===== src/rtl/wdt_pkg.sv =====
package wdt_pkg;

   localparam logic [7:0] KEY_FIRST  = 8'h55;
   localparam logic [7:0] KEY_SECOND = 8'hAA;
   localparam int unsigned EXP_SPAN  = 10;

   typedef struct packed {
      logic       win_en;
      logic       dbg_freeze;
      logic       wait_freeze;
      logic [2:0] rate;
   } wdt_ctl_t;

   localparam wdt_ctl_t CTL_RESET = '{win_en: 1'b0, dbg_freeze: 1'b1,
                                      wait_freeze: 1'b0, rate: 3'd0};

   typedef enum logic {KEY_IDLE = 1'b0, KEY_HALF = 1'b1} key_state_e;

   function automatic int unsigned rate_exp(input int unsigned rate,
                                            input int unsigned base);
      case (rate)
         1:       return base;
         2:       return base + 2;
         3:       return base + 4;
         4:       return base + 6;
         5:       return base + 8;
         6:       return base + 9;
         7:       return base + 10;
         default: return 0;
      endcase
   endfunction

endpackage


===== src/rtl/wdt_period.sv =====
module wdt_period #(
   parameter int unsigned BASE_EXP = 14,
   parameter int unsigned CW       = BASE_EXP + wdt_pkg::EXP_SPAN
) (
   input  logic [2:0]    rate,
   output logic          enabled,
   output logic [CW-1:0] last_cnt,
   output logic [CW-1:0] win_start
);
   logic [CW-1:0] last_tab [8];
   logic [CW-1:0] win_tab  [8];

   assign last_tab[0] = '0;
   assign win_tab[0]  = '0;

   for (genvar r = 1; r < 8; r++) begin : g_rate
      localparam int unsigned E = wdt_pkg::rate_exp(r, BASE_EXP);
      assign last_tab[r] = CW'((64'd1 << E) - 64'd1);
      assign win_tab[r]  = CW'((64'd1 << E) - (64'd1 << (E - 2)));
   end

   assign enabled   = (rate != 3'd0);
   assign last_cnt  = last_tab[rate];
   assign win_start = win_tab[rate];

endmodule


===== src/rtl/wdt_key.sv =====
module wdt_key (
   input  logic       clk,
   input  logic       rst_n,
   input  logic       clr,
   input  logic       arm_ok,
   input  logic [7:0] arm_wdata,
   input  logic       win_en,
   input  logic       win_open,
   output logic       fault,
   output logic       rearm,
   output logic       key_half
);
   import wdt_pkg::*;

   key_state_e key_q;
   logic       bad_val;
   logic       early;
   logic       lone_second;

   always_comb begin
      bad_val     = (arm_wdata != KEY_FIRST) && (arm_wdata != KEY_SECOND);
      early       = win_en && !win_open;
      lone_second = (arm_wdata == KEY_SECOND) && (key_q == KEY_IDLE);
      fault       = arm_ok && (bad_val || early || lone_second);
      rearm       = arm_ok && !fault && (arm_wdata == KEY_SECOND);
   end

   always_ff @(posedge clk or negedge rst_n) begin
      if (!rst_n) begin
         key_q <= KEY_IDLE;
      end else if (clr || fault || rearm) begin
         key_q <= KEY_IDLE;
      end else if (arm_ok && arm_wdata == KEY_FIRST) begin
         key_q <= KEY_HALF;
      end
   end

   assign key_half = (key_q == KEY_HALF);

endmodule


===== src/rtl/wdt_count.sv =====
module wdt_count #(
   parameter int unsigned CW = 24
) (
   input  logic          clk,
   input  logic          rst_n,
   input  logic          enabled,
   input  logic          clear,
   input  logic          init,
   input  logic          hold,
   input  logic [CW-1:0] last_cnt,
   input  logic [CW-1:0] win_start,
   output logic [CW-1:0] cnt_q,
   output logic          timeout,
   output logic          win_open
);
   assign win_open = (cnt_q >= win_start);
   assign timeout  = enabled && !clear && !init && !hold && (cnt_q == last_cnt);

   always_ff @(posedge clk or negedge rst_n) begin
      if (!rst_n) begin
         cnt_q <= '0;
      end else if (clear || init || !enabled || timeout) begin
         cnt_q <= '0;
      end else if (!hold) begin
         cnt_q <= cnt_q + 1'b1;
      end
   end

endmodule


===== src/rtl/wdt_core.sv =====
module wdt_core #(
   parameter int unsigned BASE_EXP = 14
) (
   input  logic       clk,
   input  logic       rst_n,
   input  logic       ctl_we,
   input  logic [5:0] ctl_wdata,
   input  logic       arm_we,
   input  logic [7:0] arm_wdata,
   input  logic       wait_mode,
   input  logic       debug_active,
   output logic       reset_req
);
   import wdt_pkg::*;

   localparam int unsigned CW = BASE_EXP + EXP_SPAN;

   if (BASE_EXP < 2 || BASE_EXP > 40) begin : g_bad_base
      $error("wdt_core: BASE_EXP must lie in 2..40");
   end

   wdt_ctl_t      ctl_q;
   logic          enabled;
   logic [CW-1:0] last_cnt;
   logic [CW-1:0] win_start;
   logic [CW-1:0] cnt_q;
   logic          timeout;
   logic          win_open;
   logic          fault;
   logic          rearm;
   logic          key_half;
   logic          arm_ok;
   logic          hold;
   logic          init;

   assign arm_ok = arm_we && enabled && !ctl_we;
   assign hold   = ctl_q.dbg_freeze && debug_active;
   assign init   = ctl_q.wait_freeze && wait_mode;

   always_ff @(posedge clk or negedge rst_n) begin
      if (!rst_n) begin
         ctl_q <= CTL_RESET;
      end else if (ctl_we) begin
         ctl_q <= wdt_ctl_t'(ctl_wdata);
      end
   end

   wdt_period #(.BASE_EXP(BASE_EXP), .CW(CW)) u_period (
      .rate      (ctl_q.rate),
      .enabled   (enabled),
      .last_cnt  (last_cnt),
      .win_start (win_start)
   );

   wdt_key u_key (
      .clk       (clk),
      .rst_n     (rst_n),
      .clr       (ctl_we || timeout),
      .arm_ok    (arm_ok),
      .arm_wdata (arm_wdata),
      .win_en    (ctl_q.win_en),
      .win_open  (win_open),
      .fault     (fault),
      .rearm     (rearm),
      .key_half  (key_half)
   );

   wdt_count #(.CW(CW)) u_count (
      .clk       (clk),
      .rst_n     (rst_n),
      .enabled   (enabled),
      .clear     (ctl_we || fault || rearm),
      .init      (init),
      .hold      (hold),
      .last_cnt  (last_cnt),
      .win_start (win_start),
      .cnt_q     (cnt_q),
      .timeout   (timeout),
      .win_open  (win_open)
   );

   always_ff @(posedge clk or negedge rst_n) begin
      if (!rst_n) begin
         reset_req <= 1'b0;
      end else begin
         reset_req <= fault || timeout;
      end
   end

endmodule


===== config.mk =====
export PLATFORM = sky130hd
export DESIGN_NAME = wdt_core
export DESIGN_NICKNAME = d
export VERILOG_FILES = /design/src/rtl/wdt_pkg.sv /design/src/rtl/wdt_period.sv /design/src/rtl/wdt_key.sv /design/src/rtl/wdt_count.sv /design/src/rtl/wdt_core.sv
export SDC_FILE = /design/constraint.sdc
export NUM_CORES = 1
export LEC_CHECK = 0
export ABC_AREA = 1
export CAP_MARGIN = 10
export CORE_ASPECT_RATIO = 1.25
export CORE_MARGIN = 4
export CORE_UTILIZATION = 30
export CTS_BUF_LIST = sky130_fd_sc_hd__clkbuf_4 sky130_fd_sc_hd__clkbuf_8 sky130_fd_sc_hd__clkbuf_16
export DETAILED_ROUTE_END_ITERATION = 7
export GPL_TIMING_DRIVEN = 0
export SYNTH_ARGS = -nofsm -noshare
export SYNTH_HDL_FRONTEND = slang
export SYNTH_HIERARCHICAL = 1
export SYNTH_SLANG_ARGS = --single-unit

===== constraint.sdc =====
create_clock -name clk -period 3.1 [get_ports clk]
set_input_delay 0.62 -clock clk [delete_from_list [all_inputs] [get_ports clk]]
set_output_delay 0.62 -clock clk [all_outputs]
set_load 0.05 [all_outputs]

Yosys cells after proc, flatten, opt, wreduce, memory -nomap -nowiden
Memory sizes are Yosys's and may differ from the RTL's.
Index checks and enable logic that the tools add are counted.
W data, S select, Z words.
{ "op_classes": {"n_addsub": 1, "mul": 0, "n_div": 0, "magnitude_cmp": 2, "eq_ne": 6, "shifts": 0, "n_mux": 8, "n_bitwise": 2, "reduce_logical": 35} }
{ "ops": {"columns": ["operator", "n"], "rows": [
  ["$mux W24", 6],
  ["$add A24 B1 Y24 const B", 1],
  ["$eq A24 B24 Y1", 1],
  ["$ge A24 B24 Y1", 1],
  ["$logic_and A1 B1 Y1", 15],
  ["$logic_or A1 B1 Y1", 11],
  ["$eq A8 B7 Y1 const B", 1],
  ["$eq A8 B8 Y1 const B", 1],
  ["$ne A8 B7 Y1 const B", 1],
  ["$ne A8 B8 Y1 const B", 1],
  ["$logic_not A1 Y1", 7],
  ["$ge A4 B4 Y1 const B", 1],
  ["$not A3 Y4", 1],
  ["$reduce_bool A3 Y1", 1],
  ["$mux W1", 2],
  ["$ne A2 B2 Y1 const B", 1],
  ["$reduce_bool A2 Y1", 1],
  ["$not A1 Y1", 1]
]} }
{ "word_totals": {"register_bits": 32, "latchBits": 0, "mem_bits_rw": 0, "mem_bits_ro": 384, "inputBits": 20, "out_inout_bits": 1, "elab_cells": 63, "n_memories": 2} }
{ "mem_list": {"columns": ["memory", "depth", "width", "read_ports", "rd_clocked_by_memory_dff", "write_ports", "line", "text"], "rows": [
  ["(no name shown)", 8, 24, 1, 0, 0, "wdt_period.sv:23", "assign last_cnt = last_tab[rate];"],
  ["(no name shown)", 8, 24, 1, 0, 0, "wdt_period.sv:24", "assign win_start = win_tab[rate];"]
]} }

Logic depth before layout (Yosys ltp)
Gate-level depths: netlist (run 1).
{ "depth": {"word_depth": 23, "mapped_depth": 31, "depth_no_buf": 30} }

Cells and area by module
The synthesis (run 1) kept the hierarchy.
{ "modules_own_cells": {"columns": ["module", "instances", "cells_per_inst", "area_each_um2", "seq_area_each_um2"], "rows": [
  ["wdt_count", 1, 407, 2600.0, 600.6],
  ["wdt_period", 1, 67, 440.4, 0.0],
  ["wdt_core", 1, 37, 301.5, 176.4],
  ["wdt_key", 1, 42, 196.4, 25.0]
]} }

Worst setup path after synthesis (run 1)
No wires, ideal clock.
{ "synth_path": {"kind": "reg2reg", "startpoint": "register ctl_q[1] (netlist name)", "endpoint": "register u_key.key_q (netlist: u_key/key_half)", "setup_ns": 0.117, "arrival_ns": 2.952, "required_ns": 2.983, "slack_ns": 0.031, "stages_incl_launch_ff": 31, "n_path_buf": 1, "period_less_slack_ns": 3.069, "cell_sequence": "dfrtp_1 -> inv_1 -> ha_1 -> nand2_1 -> inv_1 -> buf_4 -> inv_1 -> ha_1 -> nand2_1 -> nor3_1 -> nor2b_1 -> nand2_1 -> nand4_1 -> inv_1 -> nand2_1 -> nand2_1 -> nor2_2 -> nor2_2 -> nor2_1 -> nand2_1 -> nor2_1 -> nand2_1 -> inv_1 -> nand3_1 -> nor3_1 -> nand2_1 -> nor2_1 -> or2_1 -> inv_1 -> nand3_1 -> nor2_2"} }
{ "synth_via": {"elab_chain_len": 23, "elab_cells_between_ends": 33, "cone_classes": "order compare: 1; eq/ne: 1; mux: 5; bitwise: 1; reduce/logical: 23; memory: 2"} }
{ "synth_rtl": {"columns": ["item", "line", "text"], "rows": [
  ["start, declared", "wdt_core.sv:22", "wdt_ctl_t ctl_q;"],
  ["start signal, assigned", "wdt_core.sv:44", "ctl_q <= wdt_ctl_t'(ctl_wdata);"],
  ["$not A3 Y4 (implied by the code) *", "wdt_period.sv:24", null],
  ["$mem_v2 Z8 W24 *", null, null],
  ["$mux W24 (implied by the code) * (2 in series)", "wdt_period.sv:24", null],
  ["named net win_start[18]", "wdt_core.sv:25", "logic [CW-1:0] win_start;"],
  ["$ge A24 B24 Y1 *", "wdt_count.sv:16", "assign win_open = (cnt_q >= win_start);"],
  ["named net win_open", "wdt_core.sv:28", "logic win_open;"],
  ["$logic_not A1 Y1 *", "wdt_key.sv:22", "early = win_en && !win_open;"],
  ["$logic_and A1 B1 Y1 *", "wdt_key.sv:22", null],
  ["[... 3 more ...]", null, null],
  ["named net fault", "wdt_core.sv:29", "logic fault;"],
  ["[... 1 more ...]", null, null],
  ["$logic_and A1 B1 Y1 (2 in series)", "wdt_key.sv:25", "rearm = arm_ok && !fault && (arm_wdata == KEY_SECOND);"],
  ["$logic_or A1 B1 Y1 *", "wdt_core.sv:72", ".clear (ctl_we || fault || rearm),"],
  ["$logic_not A1 Y1 *", "wdt_count.sv:17", "assign timeout = enabled && !clear && !init && !hold && (cnt_q == last_cnt);"],
  ["$logic_and A1 B1 Y1 * (4 in series)", "wdt_count.sv:17", null],
  ["named net timeout", "wdt_core.sv:27", "logic timeout;"],
  ["$logic_or A1 B1 Y1 *", "wdt_core.sv:58", ".clr (ctl_we || timeout),"],
  ["$logic_or A1 B1 Y1 * (2 in series)", "wdt_key.sv:31", "end else if (clr || fault || rearm) begin"],
  ["$mux W1 or $reduce_bool A2 Y1 (tied branches)", null, null],
  ["end signal, assigned", "wdt_key.sv:30", "key_q <= KEY_IDLE;"],
  ["end signal, assigned", "wdt_key.sv:32", "key_q <= KEY_IDLE;"],
  ["end signal, assigned", "wdt_key.sv:34", "key_q <= KEY_HALF;"],
  ["end, declared", "wdt_key.sv:15", "key_state_e key_q;"]
]} }
Mark *: on every way through the listed nets, which the timed path passes. The rest lies on a longest branch. The select of a mux whose other input is x is not followed.
A chain may end at the register's enable or synchronous reset.

Worst setup path in the final report (run 1)
{ "layout_path": {"startpoint": "register ctl_q[0] (netlist name)", "endpoint": "register reset_req"} }
{ "layout_via": {"elab_chain_len": 20, "elab_cells_between_ends": 28, "cone_classes": "order compare: 1; eq/ne: 1; mux: 4; bitwise: 1; reduce/logical: 19; memory: 2"} }
{ "layout_rtl": {"columns": ["item", "line", "text"], "rows": [
  ["$not A3 Y4 (implied by the code) *", "wdt_period.sv:24", null],
  ["$mem_v2 Z8 W24 *", null, null],
  ["$mux W24 (implied by the code) * (2 in series)", "wdt_period.sv:24", null],
  ["named net win_start[14]", "wdt_core.sv:25", null],
  ["$ge A24 B24 Y1 *", "wdt_count.sv:16", null],
  ["named net win_open", "wdt_core.sv:28", null],
  ["$logic_not A1 Y1 *", "wdt_key.sv:22", null],
  ["$logic_and A1 B1 Y1 *", "wdt_key.sv:22", null],
  ["$logic_or A1 B1 Y1 * (2 in series)", "wdt_key.sv:24", "fault = arm_ok && (bad_val || early || lone_second);"],
  ["$logic_and A1 B1 Y1 *", "wdt_key.sv:24", null],
  ["named net fault", "wdt_core.sv:29", null],
  ["$logic_not A1 Y1", "wdt_key.sv:25", null],
  ["$logic_and A1 B1 Y1 (2 in series)", "wdt_key.sv:25", null],
  ["$logic_or A1 B1 Y1", "wdt_core.sv:72", null],
  ["$logic_not A1 Y1", "wdt_count.sv:17", null],
  ["$logic_and A1 B1 Y1 (4 in series)", "wdt_count.sv:17", null],
  ["$logic_or A1 B1 Y1 *", "wdt_core.sv:86", "reset_req <= fault || timeout;"],
  ["end signal, assigned", "wdt_core.sv:86", null],
  ["end, declared", "wdt_core.sv:12", "output logic reset_req"]
]} }
Marks and branches as above.

==> results of run 1 <==
sequential cells by signal (all words and copies together), names as in the netlist:
register and cells:
u_count/cnt_q 24, ctl_q 6, u_key/key_half 1, reset_req 1
synthesized netlist by cell type:
library cell  number
buf_4             36
nor3_1             9
clkbuf_1           1
conb_1             1
nand2_2            3
or2_1              1
o21ai_0            6
inv_1             96
nor2_2            17
ha_1              30
dfstp_2            1
nor2b_1            1
or2_2              1
buf_6              5
nand3_1           21
o21a_1             2
nor2_4             1
nor2_1            70
inv_2              5
nand4_1           18
dfrtp_1           31
a21oi_1           12
nand3_2            3
inv_6              1
mux2i_1            1
xnor2_1            5
nand3b_1           1
nor3b_2            1
nand2_1          152
o21bai_1           1
xor2_1            18
nor3b_1            1
nor4_1             1
worst max-delay path, delay by kind of cell, from the launching register on:
| family | cells | cell delay [ps] |
|---|---|---|
| simple gates | 12 | 1310 |
| buf+inv | 13 | 1310 |
| flops | 1 | 450 |
| fa+ha+maj | 2 | 390 |
logic make-up (layout without fill, tap and decap cells):
kind of cell / after synthesis / count (layout) / synth area share [%]
and+or+nand+nor: 301 / 301 / 37.2
buffers and inverters: 144 / 198 / 20.3
DFF: 32 / 32 / 22.7
adders and majority gates: 30 / 30 / 10.6
xor gates and xnor gates: 23 / 23 / 5.69
AOI/OAI and AO/OA: 21 / 21 / 3.18
other: 1 / 12 / 0.106
muxes: 1 / 1 / 0.283
cells in the final DEF (no fill, tap or decap), types with 2 or more instances in the layout:
master / n
nand2_1: 145
inv_1: 82
buf_4: 53
nor2_1: 51
dfrtp_1: 29
nor2_2: 29
ha_1: 21
clkdlybuf4s50_1: 18
nand4_1: 18
nand3_1: 18
xor2_1: 18
inv_2: 16
a21oi_1: 12
conb_1: 12
buf_6: 10
ha_4: 9
nand2_2: 8
nor2_4: 8
clkbuf_16: 7
nor3_1: 7
nand3_2: 6
o21ai_0: 6
xnor2_1: 5
inv_4: 3
clkbuf_8: 2
dfrtp_2: 2
o21a_1: 2
buf_8: 2
power by group through the flow:
stage / sequential [mW] / clock, mW / combinational (mW)
finish: 0.443 / 0.541 / 0.423
global route: 0.444 / 0.567 / 0.472
global placement: 0.447 / 0 / 0.302
CTS: 0.441 / 0.549 / 0.361
detailed placement: 0.448 / 0 / 0.308
floorplan: 0.448 / 0 / 0.223
cell type report:
cell class                      instances  area [sq um]  share of cell area (%)
Sequential cell                        32           805                    17.3
Buffer                                 42           345                    7.42
Clock buffer                            8           160                    3.44
Tap cell                              138           173                    3.71
Timing Repair Buffer                   46           454                    9.75
Inverter                              102           395                    8.49
Multi-Input combinational cell        388          2320                    49.9
worst max-delay path by stage:
stage | cells after the start | end | start | slack, ps
3_5_place_dp | 31 | u_key/key_half$_DFFE_PN0P_ | ctl_q[1]$_DFFE_PN0P_ | -900
2_1_floorplan | 30 | u_key/key_half$_DFFE_PN0P_ | ctl_q[1]$_DFFE_PN0P_ | 30
5_1_grt | 30 | u_key/key_half$_DFFE_PN0P_ | ctl_q[0]$_DFFE_PN0P_ | -730
6_report | 27 | reset_req$_DFF_PN0_ | ctl_q[0]$_DFFE_PN0P_ | -510
4_1_cts | 31 | u_key/key_half$_DFFE_PN0P_ | ctl_q[1]$_DFFE_PN0P_ | -530
3_3_place_gp | 31 | u_key/key_half$_DFFE_PN0P_ | ctl_q[1]$_DFFE_PN0P_ | -810
per-layer routing:
metal	up-vias	track usage, %	wire [um]	part of all wire (%)
li1	1767	-	-	-
met1	1565	14.4	3770	39
met2	104	27.4	5020	52
met3	33	1.64	345	3.6
met4	0	8.80	550	5.7
met5	-	0	0	0
what timing repair did:
action / CTS / global route
buffers inserted: 18 / 8
gates resized for setup: 37 / 47
endpoints found under the setup margin: 26 / 26
pin swaps: 23 / 35
endpoints found under the hold margin: 0 / 0
gates cloned: 0 / 2
per-stage QoR:
step | power, mW | hold slack, ps | instances | setup TNS, ps | worst slack (ps)
final | 1.41 | 409 | 756 | -11490 | -506
after global routing | 1.48 | 483 | 756 | -17140 | -726
after CTS | 1.35 | 453 | 746 | -11670 | -531
after detailed placement | 0.756 | 458 | 721 | -18620 | -904
after global placement | 0.749 | 458 | 721 | -17280 | -814
after floorplan | 0.670 | 324 | 564 | 0 | 31.0
==> metrics.csv, run 1 <==
metric,value,unit
CTS tree,built,
FF-to-FF setup slack,-510,ps
worst-margin pin slew,766,ps
cell internal pwr,0.987,mW
# DRC,0,
grt ovf,0,
clk_lat worst skew,290,ps
vias in the first global route,3451,
I/O Buffers,19,
clock power share,38.5,%
largest net degree at the start of global routing,33,
fin. max-slew vios,0,
Total Wirelength,9680,um
Cell Rows,44,
ANT nets after route,0,
Critical R2R Launch,ctl_q[0]$_DFFE_PN0P_,
status,"complete, but fails checks",
Die Outline Area,0.0136,sq mm
Tcrit/Tclk final,116,%
vias per cell,4.59,
total power per unit cell area,302,mW/mm^2
final worst slack,-506,ps
Ant. Diodes,0,
RePlAce Congestion,0.928,
DIE WIDTH,105,um
CP Launch Type,flip-flop,
clock root cell,clkbuf_16,
Tot GR Track Use,14.2,%
Area contributors post-synth,"dfrtp_1 22%, nand2_1 16%, ha_1 11%",
top cell type's share of synthesized area,21.9,%
Layout area overhead,31.6,%
WP data required,3270,ps
drt first pass iters,5,
Synth area leader,dfrtp_1,
Setup CP Type,reg -> reg,
Slew HR,48.9,%
"Slowest-stage cell, CP",dfrtp_2,
I/O pin total,21,
share of post-route cells with drive strength above 1,26.9,%
RSZ-0062 raised after global routing,yes,
Final Setup Violations,26,
max incr delay on CP,450,ps
Final Instance Area,0.00466,sq mm
Synth Area per Inst,6.40,sq um
Worst Reg-to-Reg Cells,27,
Placed Area,0.00394,sq mm
sequential share of power,31.5,%
Sw Ratio,29.8,%
initial antenna violation count,0,
max_cap viols,0,
Fmax,277,MHz
"Hold Vio Cnt, Final",0,
"Max FO, Critical Path",3,
"Seq/Total Area, Yosys",22.7,%
cell mode on critical path,buf_4,
synth unique cells,33,
Pleak,2.27,nW
Initial Util,30.6,%
hold buffer count at CTS,0,
sw power,0.420,mW
clock tree sinks,32,
#FFs+latches synth,32,
first-pass GRT wire length,15500,um
routed via count,3469,
initial drt markers,185,
reg2reg end,reset_req$_DFF_PN0_,
kind of end point of the critical path,flip-flop,
hpwl dp,7120,um
chip height,129,um
H-tree Lvls,2,
Combinational Power Share,30.1,%
Core Footprint,0.0116,sq mm
min cycle time layout,3610,ps
failing checks,setup timing,
Hold Crit Class,in -> async,
crit path DAT,3780,ps
worst vdd ir,0.000228,V
Ys Warns,6,
Final Core Density,40.3,%
clock skew,3.86,ps
"CTS clk-pin slew, worst paths",50,ps
Mapped Cells,553,
average wire per standard cell,12.8,um
Post-Synthesis Cell Area,0.00354,sq mm
CTS Buffer Depth,2,
TritonCTS Buffers,5,
Layout Nets,667,
Fillers,1179,
Power figures use the tool's default switching activity.
==> run 2: changes to the inputs <==
Settings changed: PLACE_DENSITY set to 0.49, SKIP_CTS_REPAIR_TIMING set to 1.
==> metrics.csv, run 2 (same netlist as run 1, synthesis figures left out) <==
metric,value,unit
WP data required,3270,ps
crit path DAT,3990,ps
chip height,129,um
Fmax,262,MHz
final worst slack,-716,ps
# DRC,0,
CTS tree,built,
clock root cell,clkbuf_16,
ANT nets after route,0,
I/O Buffers,19,
first-pass GRT wire length,14800,um
max_cap viols,0,
failing checks,setup timing,
Final Setup Violations,26,
RePlAce Congestion,0.879,
Initial Util,30.6,%
Total Wirelength,9550,um
Layout area overhead,27.9,%
DIE WIDTH,105,um
Setup CP Type,reg -> reg,
Slew HR,48.7,%
"Hold Vio Cnt, Final",0,
fin. max-slew vios,0,
Layout Nets,652,
Tot Pwr,1.38,mW
total power per unit cell area,305,mW/mm^2
initial drt markers,161,
drt first pass iters,5,
average wire per standard cell,12.9,um
largest net degree at the start of global routing,33,
hpwl dp,7450,um
Pleak,2.19,nW
CP Launch Type,flip-flop,
clock tree sinks,32,
Die Outline Area,0.0136,sq mm
Tot GR Track Use,13.8,%
TritonCTS Buffers,5,
RSZ-0062 raised after global routing,yes,
H-tree Lvls,2,
Hold Crit Class,in -> async,
pre-CTS WS,-954,ps
worst vdd ir,0.000196,V
worst-margin pin slew,769,ps
clk_lat worst skew,280,ps
Tcrit/Tclk final,123,%
I/O pin total,21,
clock skew,4.00,ps
number of flip-flops in the largest register,24,
status,"complete, but fails checks",
grt ovf,0,
routed via count,3335,
kind of end point of the critical path,flip-flop,
share of post-route cells with drive strength above 1,25.5,%
CTS Buffer Depth,2,
most frequent cells in the layout,"146 x nand2_1, 87 x inv_1, 43 x nor2_1, 43 x buf_4, 39 x nor2_2",
Top reg by flops,u_count/cnt_q,
Core Footprint,0.0116,sq mm
"Max FO, Critical Path",7,
Cell Rows,44,
Ant. Diodes,0,
initial antenna violation count,0,
top flop regs,"u_count/cnt_q (24), ctl_q (6)",
"most common cell after layout, fill and taps aside",nand2_1,
"CTS clk-pin slew, worst paths",50,ps
vias in the first global route,3103,
min cycle time layout,3820,ps
Worst Reg-to-Reg Cells,27,
vias per cell,4.50,
run 2: cell types whose count changed in the layout (fill, tap and decap cells not counted), sizes merged:
cell / previous run / this run
buf: 67 / 52
run 2: metrics by stage:
step / std cells / setup TNS, ps / hold slack [ps] / util, % / instance area [sq um]
3_5_place_dp: 721 / -20500 / 455 / 34.1 / 3940
2_1_floorplan: 564 / 0 / 324 / - / 3580
3_3_place_gp: 721 / -19590 / 454 / 34.1 / 3940
6_report: 741 / -17500 / 411 / 39.2 / 4530
4_1_cts: 729 / -20910 / 450 / 35.4 / 4100
5_1_grt: 741 / -24810 / 480 / 39.2 / 4530
run 2: per-layer routing:
layer  GRT usage [%]  part of all wire [%]  wire length, um
met5               0                     0                0
met4            4.40                   2.7              257
met3            1.69                   3.0              289
met2            27.0                    53             5110
met1            15.4                    41             3900
run 2: worst max-delay path, cell delays in order, from the launching register on:
cell       delay, ps
dfrtp_2          440
inv_4             70
ha_4             260
nand2_1           40
inv_1             60
inv_2             40
ha_4             260
nand4_1          170
nor3_4           310
nor2b_4          190
nand2_2           50
nand4_1          170
inv_1             80
nand2_2           90
nand2_2           50
nor2_2           100
nor2_2            50
nor2_1           100
nand2_1           60
nor2_1           100
nand2_1          100
nor2_1           120
nand2_1           60
nor2_1           130
nand3_1          140
nand2_4          210
clkbuf_16        200
nor2_2            30
run 2: worst paths after layout:
kind                                      start  slack [ps]                       endpoint
min in group clk           ctl_q[4]$_DFFE_PN1P_         460           ctl_q[4]$_DFFE_PN1P_
hold reg to reg            ctl_q[4]$_DFFE_PN1P_         460           ctl_q[4]$_DFFE_PN1P_
setup reg to reg           ctl_q[0]$_DFFE_PN0P_        -720   u_count/cnt_q[1]$_DFFE_PN0P_
hold / removal                            rst_n         410  u_count/cnt_q[20]$_DFFE_PN0P_
max in group asynchronous                 rst_n        2150           ctl_q[2]$_DFFE_PN0P_
setup / recovery           ctl_q[0]$_DFFE_PN0P_        -720   u_count/cnt_q[1]$_DFFE_PN0P_
run 2: power breakdown:
part / total (mW) / internal, mW / switching [mW]
registers: 0.442 / 0.430 / 0.0128
clock network: 0.540 / 0.351 / 0.189
logic: 0.400 / 0.190 / 0.209
run 2: layout make-up:
class	instances	area, sq um
inverter	102	398
fill	1259	7030
clock buffer	8	160
multi-input combinational	388	2330
buffer	42	345
timing repair buffer	31	314
tap	138	173
sequential	32	806
==> run 3: changes to the inputs <==
Settings changed: CAP_MARGIN 10 to 20, TNS_END_PERCENT set to 20.
==> metrics.csv, run 3 (same netlist as run 1, synthesis figures left out) <==
metric,value,unit
Placed Cells incl. Taps,721,
top flop regs,"u_count/cnt_q (24), ctl_q (6)",
vias in the first global route,3103,
"CTS clk-pin slew, worst paths",50,ps
final worst slack,-693,ps
min cycle time layout,3790,ps
Setup CP Type,reg -> reg,
worst-margin pin slew,771,ps
Tot Pwr,1.37,mW
fin. max-slew vios,0,
largest net degree at the start of global routing,33,
WP data required,3280,ps
clock root cell,clkbuf_16,
TritonCTS Buffers,5,
status,"complete, but fails checks",
Final Core Density,38.5,%
Ant. Diodes,0,
ANT nets after route,0,
"Slowest-stage cell, CP",dfrtp_2,
Hold Crit Class,in -> async,
Core Footprint,0.0116,sq mm
CP Launch Type,flip-flop,
Layout Nets,650,
clock tree sinks,32,
Worst Reg-to-Reg Cells,29,
share of post-route cells with drive strength above 1,22.8,%
Slew HR,48.6,%
RSZ-0062 raised after global routing,yes,
max_cap viols,0,
# DRC,0,
clock skew,3.97,ps
Tcrit/Tclk final,122,%
pre-CTS WS,-954,ps
first-pass GRT wire length,14800,um
max incr delay on CP,440,ps
initial drt markers,148,
CTS Buffer Depth,2,
chip height,129,um
Initial Util,30.6,%
Layout area overhead,25.6,%
Final Setup Violations,26,
Total Wirelength,9520,um
Die Outline Area,0.0136,sq mm
Tot GR Track Use,13.8,%
I/O Buffers,19,
Final Non-Filler Cells,739,
Top reg by flops,u_count/cnt_q,
"Hold Vio Cnt, Final",0,
Fmax,264,MHz
worst vdd ir,0.000197,V
Critical path origin,ctl_q[0]$_DFFE_PN0P_,
total power per unit cell area,308,mW/mm^2
hpwl dp,7450,um
average wire per standard cell,12.9,um
Final Instance Area,0.00445,sq mm
Cell Rows,44,
clk_lat worst skew,280,ps
H-tree Lvls,2,
most frequent cells in the layout,"146 x nand2_1, 87 x inv_1, 58 x nor2_1",
failing checks,setup timing,
DIE WIDTH,105,um
initial antenna violation count,0,
kind of end point of the critical path,flip-flop,
drt first pass iters,4,
I/O pin total,21,
RePlAce Congestion,0.879,
Critical R2R Launch,ctl_q[0]$_DFFE_PN0P_,
Pleak,2.17,nW
grt ovf,0,
"Max FO, Critical Path",4,
CTS tree,built,
Placed Area,0.00394,sq mm
vias per cell,4.49,
routed via count,3317,
crit path DAT,3970,ps
number of flip-flops in the largest register,24,
"most common cell after layout, fill and taps aside",nand2_1,
[run 3: report_power, final]
group | switching [mW] | internal (mW)
Clock | 0.189 | 0.351
Sequential | 0.0128 | 0.430
Combinational | 0.203 | 0.184
Total | 0.405 | 0.964
[run 3: path summary, 6_finish.rpt]
check                                           endpoint  slack, ps
min                        u_count/cnt_q[20]$_DFFE_PN0P_        410
min in group clk                    ctl_q[4]$_DFFE_PN1P_        460
max in group asynchronous           ctl_q[2]$_DFFE_PN0P_       2150
max                           u_key/key_half$_DFFE_PN0P_       -690
min reg2reg                         ctl_q[4]$_DFFE_PN1P_        460
max reg2reg                   u_key/key_half$_DFFE_PN0P_       -690
[run 3: metrics by stage]
step	hold WS, ps	setup TNS [ps]
after global placement	454	-19590
after CTS	450	-20910
final	411	-16840
after detailed placement	455	-20500
after floorplan	324	0
after global routing	480	-23560
[run 3: critical path, delay by kind of cell (launching register included)]
family	cells	cell delay [ps]
and+or+nand+nor	21	2330
adders and majority gates	2	510
DFF	1	440
buffers and inverters	6	400
[run 3: final cells by class]
type,count,area [sq um]
fillers,1258,7120
multi-input cells,388,2290
flip-flops and latches,32,806
inverters,102,398
plain buffers,42,345
repair buffers,29,278
well taps,138,173
clock buffers,8,160
[run 3: routing by layer]
layer | wire length, um | part of all wire, % | GRT usage (%)
met1 | 3890 | 41 | 15.4
met2 | 5090 | 53 | 27.0
met3 | 317 | 3.3 | 1.69
met4 | 223 | 2.3 | 4.40
met5 | 0 | 0 | 0
